## src/rtl/twi_pkg.sv

```systemverilog
package twi_pkg;
  localparam int unsigned DATA_W  = 8;
  localparam int unsigned ADDR_W  = 7;
  localparam int unsigned NFLAGS  = 6;
  localparam int unsigned BIT_W   = 4;

  localparam int unsigned FL_TXRDY = 0;
  localparam int unsigned FL_RXRDY = 1;
  localparam int unsigned FL_IDLE  = 2;
  localparam int unsigned FL_CCOMP = 3;
  localparam int unsigned FL_ANAK  = 4;
  localparam int unsigned FL_DNAK  = 5;

  typedef enum logic [2:0] {
    ST_IDLE, ST_START, ST_BIT_LO, ST_BIT_HI,
    ST_WAIT, ST_STOP_LO, ST_STOP_HI, ST_STOP_REL
  } twi_state_e;

  typedef enum logic [1:0] {PH_ADDR, PH_TX, PH_RX} twi_phase_e;
endpackage

```

## src/rtl/twi_tick_gen.sv

```systemverilog
module twi_tick_gen #(
  parameter int unsigned PRESC_W = 16
) (
  input  logic               clk_i,
  input  logic               rst_ni,
  input  logic               load_i,
  input  logic [PRESC_W-1:0] half_i,
  output logic               tick_o
);
  logic [PRESC_W-1:0] cnt_q;

  always_ff @(posedge clk_i or negedge rst_ni) begin
    if (!rst_ni)                cnt_q <= '0;
    else if (load_i)            cnt_q <= (half_i == '0) ? '0 : half_i - PRESC_W'(1);
    else if (cnt_q != '0)       cnt_q <= cnt_q - PRESC_W'(1);
  end

  // phase ends in the cycle the count reaches zero
  assign tick_o = (cnt_q == '0);
endmodule

```

## src/rtl/twi_hold_regs.sv

```systemverilog
module twi_hold_regs
  import twi_pkg::*;
(
  input  logic              clk_i,
  input  logic              rst_ni,
  input  logic              tx_wr_i,
  input  logic [DATA_W-1:0] tx_data_i,
  input  logic              tx_pop_i,
  output logic              tx_full_o,
  output logic [DATA_W-1:0] tx_data_o,
  input  logic              rx_push_i,
  input  logic [DATA_W-1:0] rx_push_data_i,
  input  logic              rx_rd_i,
  output logic              rx_full_o,
  output logic [DATA_W-1:0] rx_data_o
);
  always_ff @(posedge clk_i or negedge rst_ni) begin
    if (!rst_ni) begin
      tx_full_o <= 1'b0;
      tx_data_o <= '0;
    end else if (tx_pop_i) begin
      tx_full_o <= 1'b0;
    end else if (tx_wr_i && !tx_full_o) begin
      tx_full_o <= 1'b1;
      tx_data_o <= tx_data_i;
    end
  end

  always_ff @(posedge clk_i or negedge rst_ni) begin
    if (!rst_ni) begin
      rx_full_o <= 1'b0;
      rx_data_o <= '0;
    end else if (rx_push_i) begin
      rx_full_o <= 1'b1;
      rx_data_o <= rx_push_data_i;
    end else if (rx_rd_i) begin
      rx_full_o <= 1'b0;
    end
  end
endmodule

```

## src/rtl/twi_irq_ctrl.sv

```systemverilog
module twi_irq_ctrl #(
  parameter int unsigned N = 6
) (
  input  logic [N-1:0] flags_i,
  input  logic [N-1:0] en_i,
  output logic         irq_o
);
  logic [N-1:0] hit;

  for (genvar i = 0; i < N; i++) begin : g_mask
    assign hit[i] = flags_i[i] & en_i[i];
  end

  assign irq_o = |hit;
endmodule

```

## src/rtl/twi_master_engine.sv

```systemverilog
module twi_master_engine
  import twi_pkg::*;
#(
  parameter int unsigned PRESC_W = 16,
  parameter int unsigned CNT_W   = 8
) (
  input  logic                clk_i,
  input  logic                rst_ni,
  input  logic [PRESC_W-1:0]  half_period_i,
  input  logic                cmd_valid_i,
  input  logic                cmd_read_i,
  input  logic [ADDR_W-1:0]   cmd_addr_i,
  input  logic [CNT_W-1:0]    cmd_nbytes_i,
  input  logic                tx_wr_i,
  input  logic [DATA_W-1:0]   tx_data_i,
  output logic                tx_rdy_o,
  input  logic                rx_rd_i,
  output logic [DATA_W-1:0]   rx_data_o,
  output logic                rx_rdy_o,
  output logic                idle_o,
  output logic                ccomp_o,
  output logic                anak_o,
  output logic                dnak_o,
  input  logic [NFLAGS-1:0]   irq_en_i,
  output logic                irq_o,
  input  logic                scl_i,
  input  logic                sda_i,
  output logic                scl_low_o,
  output logic                sda_low_o
);
  localparam logic [BIT_W-1:0] ACK_BIT  = BIT_W'(DATA_W);
  localparam logic [BIT_W-1:0] LAST_BIT = BIT_W'(DATA_W - 1);

  twi_state_e          state_q, state_d;
  twi_phase_e          phase_q, phase_d;
  logic [BIT_W-1:0]    bit_q, bit_d;
  logic [DATA_W-1:0]   shift_q, shift_d;
  logic [CNT_W-1:0]    rem_q, rem_d;
  logic                rd_mode_q, rd_mode_d;
  logic                idle_q, idle_d;
  logic                ccomp_q, ccomp_d;
  logic                anak_q, anak_d;
  logic                dnak_q, dnak_d;

  logic                tick, tx_pop, rx_push, tx_full, rx_full;
  logic [DATA_W-1:0]   tx_hold, rx_push_data;
  logic [NFLAGS-1:0]   flags;

  twi_tick_gen #(.PRESC_W(PRESC_W)) i_tick (
    .clk_i  (clk_i),
    .rst_ni (rst_ni),
    .load_i (state_d != state_q),
    .half_i (half_period_i),
    .tick_o (tick)
  );

  twi_hold_regs i_hold (
    .clk_i          (clk_i),
    .rst_ni         (rst_ni),
    .tx_wr_i        (tx_wr_i),
    .tx_data_i      (tx_data_i),
    .tx_pop_i       (tx_pop),
    .tx_full_o      (tx_full),
    .tx_data_o      (tx_hold),
    .rx_push_i      (rx_push),
    .rx_push_data_i (rx_push_data),
    .rx_rd_i        (rx_rd_i),
    .rx_full_o      (rx_full),
    .rx_data_o      (rx_data_o)
  );

  assign rx_push_data = {shift_q[DATA_W-2:0], sda_i};

  always_comb begin
    state_d   = state_q;
    phase_d   = phase_q;
    bit_d     = bit_q;
    shift_d   = shift_q;
    rem_d     = rem_q;
    rd_mode_d = rd_mode_q;
    idle_d    = idle_q;
    ccomp_d   = ccomp_q;
    anak_d    = anak_q;
    dnak_d    = dnak_q;
    tx_pop    = 1'b0;
    rx_push   = 1'b0;

    unique case (state_q)
      ST_IDLE: begin
        if (cmd_valid_i && scl_i && sda_i) begin
          state_d   = ST_START;
          phase_d   = PH_ADDR;
          rd_mode_d = cmd_read_i;
          rem_d     = cmd_nbytes_i;
          shift_d   = {cmd_addr_i, cmd_read_i};
          bit_d     = '0;
          idle_d    = 1'b0;
          ccomp_d   = 1'b0;
          anak_d    = 1'b0;
          dnak_d    = 1'b0;
        end
      end
      ST_START:  if (tick) state_d = ST_BIT_LO;
      ST_BIT_LO: if (tick) state_d = ST_BIT_HI;
      ST_BIT_HI: begin
        if (tick) begin
          if (bit_q != ACK_BIT) begin
            state_d = ST_BIT_LO;
            bit_d   = bit_q + BIT_W'(1);
            shift_d = {shift_q[DATA_W-2:0], (phase_q == PH_RX) ? sda_i : 1'b0};
            if (bit_q == LAST_BIT && phase_q != PH_ADDR) rem_d = rem_q - CNT_W'(1);
            if (bit_q == LAST_BIT && phase_q == PH_RX)   rx_push = 1'b1;
          end else begin
            unique case (phase_q)
              PH_ADDR: begin
                if (sda_i) begin
                  anak_d  = 1'b1;
                  state_d = ST_STOP_LO;
                end else if (rem_q == '0) begin
                  state_d = ST_STOP_LO;
                end else begin
                  phase_d = rd_mode_q ? PH_RX : PH_TX;
                  state_d = ST_WAIT;
                end
              end
              PH_TX: begin
                if (sda_i) begin
                  dnak_d  = 1'b1;
                  state_d = ST_STOP_LO;
                end else begin
                  state_d = (rem_q == '0) ? ST_STOP_LO : ST_WAIT;
                end
              end
              default: state_d = (rem_q == '0) ? ST_STOP_LO : ST_WAIT;
            endcase
          end
        end
      end
      ST_WAIT: begin
        // SCL stays low until the holding register is serviced
        if (phase_q == PH_RX) begin
          if (!rx_full) begin
            bit_d   = '0;
            state_d = ST_BIT_LO;
          end
        end else if (tx_full) begin
          tx_pop  = 1'b1;
          shift_d = tx_hold;
          bit_d   = '0;
          state_d = ST_BIT_LO;
        end
      end
      ST_STOP_LO: if (tick) state_d = ST_STOP_HI;
      ST_STOP_HI: if (tick) state_d = ST_STOP_REL;
      ST_STOP_REL: begin
        if (tick) begin
          state_d = ST_IDLE;
          idle_d  = 1'b1;
          ccomp_d = 1'b1;
        end
      end
      default: state_d = ST_IDLE;
    endcase
  end

  always_ff @(posedge clk_i or negedge rst_ni) begin
    if (!rst_ni) begin
      state_q   <= ST_IDLE;
      phase_q   <= PH_ADDR;
      bit_q     <= '0;
      shift_q   <= '0;
      rem_q     <= '0;
      rd_mode_q <= 1'b0;
      idle_q    <= 1'b1;
      ccomp_q   <= 1'b0;
      anak_q    <= 1'b0;
      dnak_q    <= 1'b0;
    end else begin
      state_q   <= state_d;
      phase_q   <= phase_d;
      bit_q     <= bit_d;
      shift_q   <= shift_d;
      rem_q     <= rem_d;
      rd_mode_q <= rd_mode_d;
      idle_q    <= idle_d;
      ccomp_q   <= ccomp_d;
      anak_q    <= anak_d;
      dnak_q    <= dnak_d;
    end
  end

  always_comb begin
    scl_low_o = (state_q == ST_BIT_LO) || (state_q == ST_WAIT) || (state_q == ST_STOP_LO);
    unique case (state_q)
      ST_START, ST_STOP_LO, ST_STOP_HI: sda_low_o = 1'b1;
      ST_BIT_LO, ST_BIT_HI:
        sda_low_o = (bit_q != ACK_BIT) ? ((phase_q != PH_RX) && !shift_q[DATA_W-1])
                                       : ((phase_q == PH_RX) && (rem_q != '0));
      default: sda_low_o = 1'b0;
    endcase
  end

  assign tx_rdy_o = !tx_full;
  assign rx_rdy_o = rx_full;
  assign idle_o   = idle_q;
  assign ccomp_o  = ccomp_q;
  assign anak_o   = anak_q;
  assign dnak_o   = dnak_q;

  always_comb begin
    flags           = '0;
    flags[FL_TXRDY] = tx_rdy_o;
    flags[FL_RXRDY] = rx_rdy_o;
    flags[FL_IDLE]  = idle_q;
    flags[FL_CCOMP] = ccomp_q;
    flags[FL_ANAK]  = anak_q;
    flags[FL_DNAK]  = dnak_q;
  end

  twi_irq_ctrl #(.N(NFLAGS)) i_irq (
    .flags_i (flags),
    .en_i    (irq_en_i),
    .irq_o   (irq_o)
  );
endmodule

```

## config.mk

```make
export PLATFORM = sky130hd
export DESIGN_NAME = twi_master_engine
export DESIGN_NICKNAME = d
export VERILOG_FILES = /design/src/rtl/twi_pkg.sv /design/src/rtl/twi_tick_gen.sv /design/src/rtl/twi_hold_regs.sv /design/src/rtl/twi_irq_ctrl.sv /design/src/rtl/twi_master_engine.sv
export SDC_FILE = /design/constraint.sdc
export NUM_CORES = 1
export LEC_CHECK = 0
export ABC_AREA = 1
export BUFFER_PORTS_ARGS = -buffer_cell sky130_fd_sc_hd__buf_2
export CAP_MARGIN = 20
export CORE_ASPECT_RATIO = 1.2
export CORE_UTILIZATION = 55
export CTS_BUF_LIST = sky130_fd_sc_hd__clkbuf_2 sky130_fd_sc_hd__clkbuf_4 sky130_fd_sc_hd__clkbuf_8
export CTS_CLUSTER_SIZE = 20
export DETAILED_ROUTE_END_ITERATION = 7
export GPL_TIMING_DRIVEN = 0
export PLACE_DENSITY_LB_ADDON = 0.05
export REMOVE_ABC_BUFFERS = 1
export SLEW_MARGIN = 20
export SYNTH_ARGS = -nofsm -noshare
export SYNTH_HDL_FRONTEND = slang
export SYNTH_SLANG_ARGS = --single-unit
export TNS_END_PERCENT = 50
```

## constraint.sdc

```tcl
create_clock -name clk_i -period 2.3 [get_ports clk_i]
set_clock_uncertainty 0.1 [all_clocks]
set_input_delay 0.345 -clock clk_i [delete_from_list [all_inputs] [get_ports clk_i]]
set_output_delay 0.345 -clock clk_i [all_outputs]
set_load 0.01 [all_outputs]
```

==> impl_metrics.ini <==
[synth]
synth_cell_types = 49
ys_seq_area_share_pct = 39.0
syn-cell-area_um2 = 4110
synth_edf_count = 0
ys_ff_latch = 64
synth.top_cell.area_share_pct = 38.3
ys_warn_count = 0
syn_inst = 528
ys.flop_type = dfrtp_1
async_flop_share_pct = 100
yosysTopAreaCell = dfrtp_1
avgSynthCellArea_um2 = 7.79
netlist_top_cells_area = dfrtp_1, nand2_1, nor2_1

[setup_path]
cp_data_arrival_time_ps = 1860
required_ps = 1860
slowest_stage = dfrtp_1
cp_cell_sequence = inv_2, ha_4, inv_2, nor2_4, nand2_4, nor2_4, o21ai_2, a221o_1, buf_2
critical-path-max-stage-delay_ps = 390
start_kind = flip-flop
endpoint_kind = output port
crit_type = reg -> out
path_max_fanout = 3

[placed_design]
post_dp_cell_area_um2 = 4500
dp_slack_ps = -336
port_buffers = 69
gp_congestion = 0.825
hpwl_um = 6720

[die]
die_x_um = 80.9
num_rows = 34
die_y_um = 96.7
initial_core_util_pct = 56.9
die_area_um2 = 7830
ioPinCount = 70
core_um2 = 7230

[routing]
drc_errors = 0
viasPerCell = 5.26
drt-total-wl_um = 9640
wire_per_inst_um = 13.4
antenna_left = 0
vias = 3794
drt_iter0_markers = 209
dr.pass1.iters = 5

[timing]
period_needed_ps = 2310
drv_slew = 0
setup_viol = 1
maxSlewHeadroom_pct = 49.7
finalCritPeriodShare_pct = 100
max_freq_mhz = 434
setup_ws_ps = -5.19
hold_ws_ps = 94.5
rsz0062_at_grt = true
setup_tns_ps = -5.19
worst_pin_slew_ps = 749
finalHoldViolations = 0

[finish]
nets = 684
final_common_cell = nand2_1
most-common-layout-cells = nand2_1, buf_2, nor2_1, dfrtp_1, inv_1
antennaDiodeCount = 0
final_cell_area_um2 = 5060
drive_gt1_share_pct = 31.1
area_growth_pct = 23.1

[clock_network]
cts_buffers = 9
clock_tree.buffer_depth = 2
cts_root_buffer = clkbuf_8
clk_latency_ps = 340
clock-sinks = 64
cts_tree = yes
path_clk_slew_ps = 70
cts-htree-levels = 3

[power]
p_leak_uw = 0.00240
ir_worst_vdd_uv = 493
power.density_nw_per_um2 = 841

[global_route]
grt_pass1_wl_um = 16100
antenna_found_initial = 0
grt_start_max_net_pins = 35
first_global_vias = 3676
grt-ovfl-total = 0
grt_usage_pct = 26.4

[run_status]
violations = negative setup slack
run_status = finished with violations

[job]
cap_violations = 0

[worst_hold_path]
min_path_type = in -> reg
cell type report:
type	count	area [µm²]
multi-input cells	386	2320
repair buffers	96	566
clock buffers	12	159
well taps	90	113
flip-flops and latches	64	1600
repair inverters	1	5.00
clock inverters	4	28.8
fillers	611	2170
inverters	68	270
report_power, final:
group	switching, µW	internal [µW]
Clock	429	462
Sequential	251	1460
Combinational	965	692
Total	1640	2620
per-stage QoR:
| stage | util, % | power [µW] | std cells |
|---|---|---|---|
| floorplan | - | 2770 | 517 |
| global placement | 62.0 | 3080 | 676 |
| detailed placement | 62.3 | 3130 | 677 |
| CTS | 67.5 | 4190 | 711 |
| global route | 70.0 | 4600 | 721 |
| finish | 70.0 | 4260 | 721 |
worst max-delay path, delay by kind of cell (launching register included):
| kind | cells | cell delay, ps |
|---|---|---|
| buffers and inverters | 3 | 280 |
| AO/OA/AOI/OAI | 2 | 420 |
| AND/OR/NAND/NOR | 3 | 300 |
| flip-flops | 1 | 390 |
| adder cells (fa/ha/maj) | 1 | 140 |
final timing paths:
| kind | from | end | slack (ps) | depth (start not counted) |
|---|---|---|---|---|
| setup / recovery | rem_q[0]$_DFFE_PN0P_ | sda_low_o | -5 | 9 |
| hold / removal | rx_rd_i | i_hold.rx_full_o$_DFFE_PN0P_ | 90 | 2 |
| setup reg to reg | rem_q[0]$_DFFE_PN0P_ | rem_q[6]$_DFFE_PN0P_ | 10 | 16 |
| hold reg to reg | i_hold.rx_data_o[1]$_DFFE_PN0P_ | i_hold.rx_data_o[1]$_DFFE_PN0P_ | 390 | 2 |
| max in group asynchronous | rst_ni | idle_o$_DFFE_PN1P_ | 1140 | 3 |
| min in group asynchronous | rst_ni | i_hold.rx_data_o[3]$_DFFE_PN0P_ | 370 | 2 |
synthesized netlist by cell type, types with 2 or more instances:
cell type,number
inv_2,4
inv_1,61
nor2_1,69
o22ai_1,5
clkbuf_1,4
o221ai_1,2
nand4_1,8
o211ai_1,7
buf_2,2
xor2_1,20
nand2_1,95
xnor2_1,5
dfrtp_1,63
nand3b_1,2
nand2_4,3
or2_2,2
buf_6,2
nand3_1,37
o21ai_2,7
nor4_1,3
o21ai_0,38
o21a_1,2
nand3_2,6
nor2_4,5
clkinv_1,3
nand2_2,6
ha_1,5
mux2_2,9
nor3_1,6
nor2_2,11
a21oi_1,18
logic make-up (layout without fill, tap and decap cells):
| family | count (synthesis) | in the layout | share of synthesized area (%) |
|---|---|---|---|
| buf+inv | 79 | 181 | 8.37 |
| flops | 64 | 64 | 39.0 |
| fa+ha+maj | 5 | 5 | 1.52 |
| compound gates | 90 | 90 | 13.6 |
| xor+xnor | 25 | 25 | 5.32 |
| simple gates | 256 | 257 | 29.7 |
| mux | 9 | 9 | 2.46 |
repair_timing:
| action | in CTS | in global routing |
|---|---|---|
| endpoints found under the setup margin | 44 | 32 |
| pin swaps | 7 | 11 |
| endpoints found under the hold margin | 30 | 0 |
| gates resized for setup | 18 | 25 |
| cloned | 1 | 1 |
| hold buffers | 1 | 0 |
| setup buffers | 16 | 9 |
sequential cells by signal, indices dropped and copies added (netlist names):
| signal | cells |
|---|---|
| i_hold.rx_full_o | 1 |
| dnak_o | 1 |
| phase_q | 2 |
| i_tick.cnt_q | 16 |
| rd_mode_q | 1 |
| i_hold.rx_data_o | 8 |
| rem_q | 8 |
| state_q | 3 |
| i_hold.tx_full_o | 1 |
| bit_q | 4 |
| idle_o | 1 |
| i_hold.tx_data_o | 8 |
| ccomp_o | 1 |
| anak_o | 1 |
| shift_q | 8 |
metal layers:
metal / part of all wire, % / GRT usage, % / vias to the layer above / wire (µm)
li1: - / - / 1929 / -
met2: 54 / 47.8 / 100 / 5200
met5: 0 / 0 / - / 0
met4: 1.8 / 9.89 / 0 / 176
met3: 3.3 / 4.91 / 15 / 319
met1: 41 / 29.6 / 1750 / 3950
Note: power is estimated with default switching activity, not from simulation.
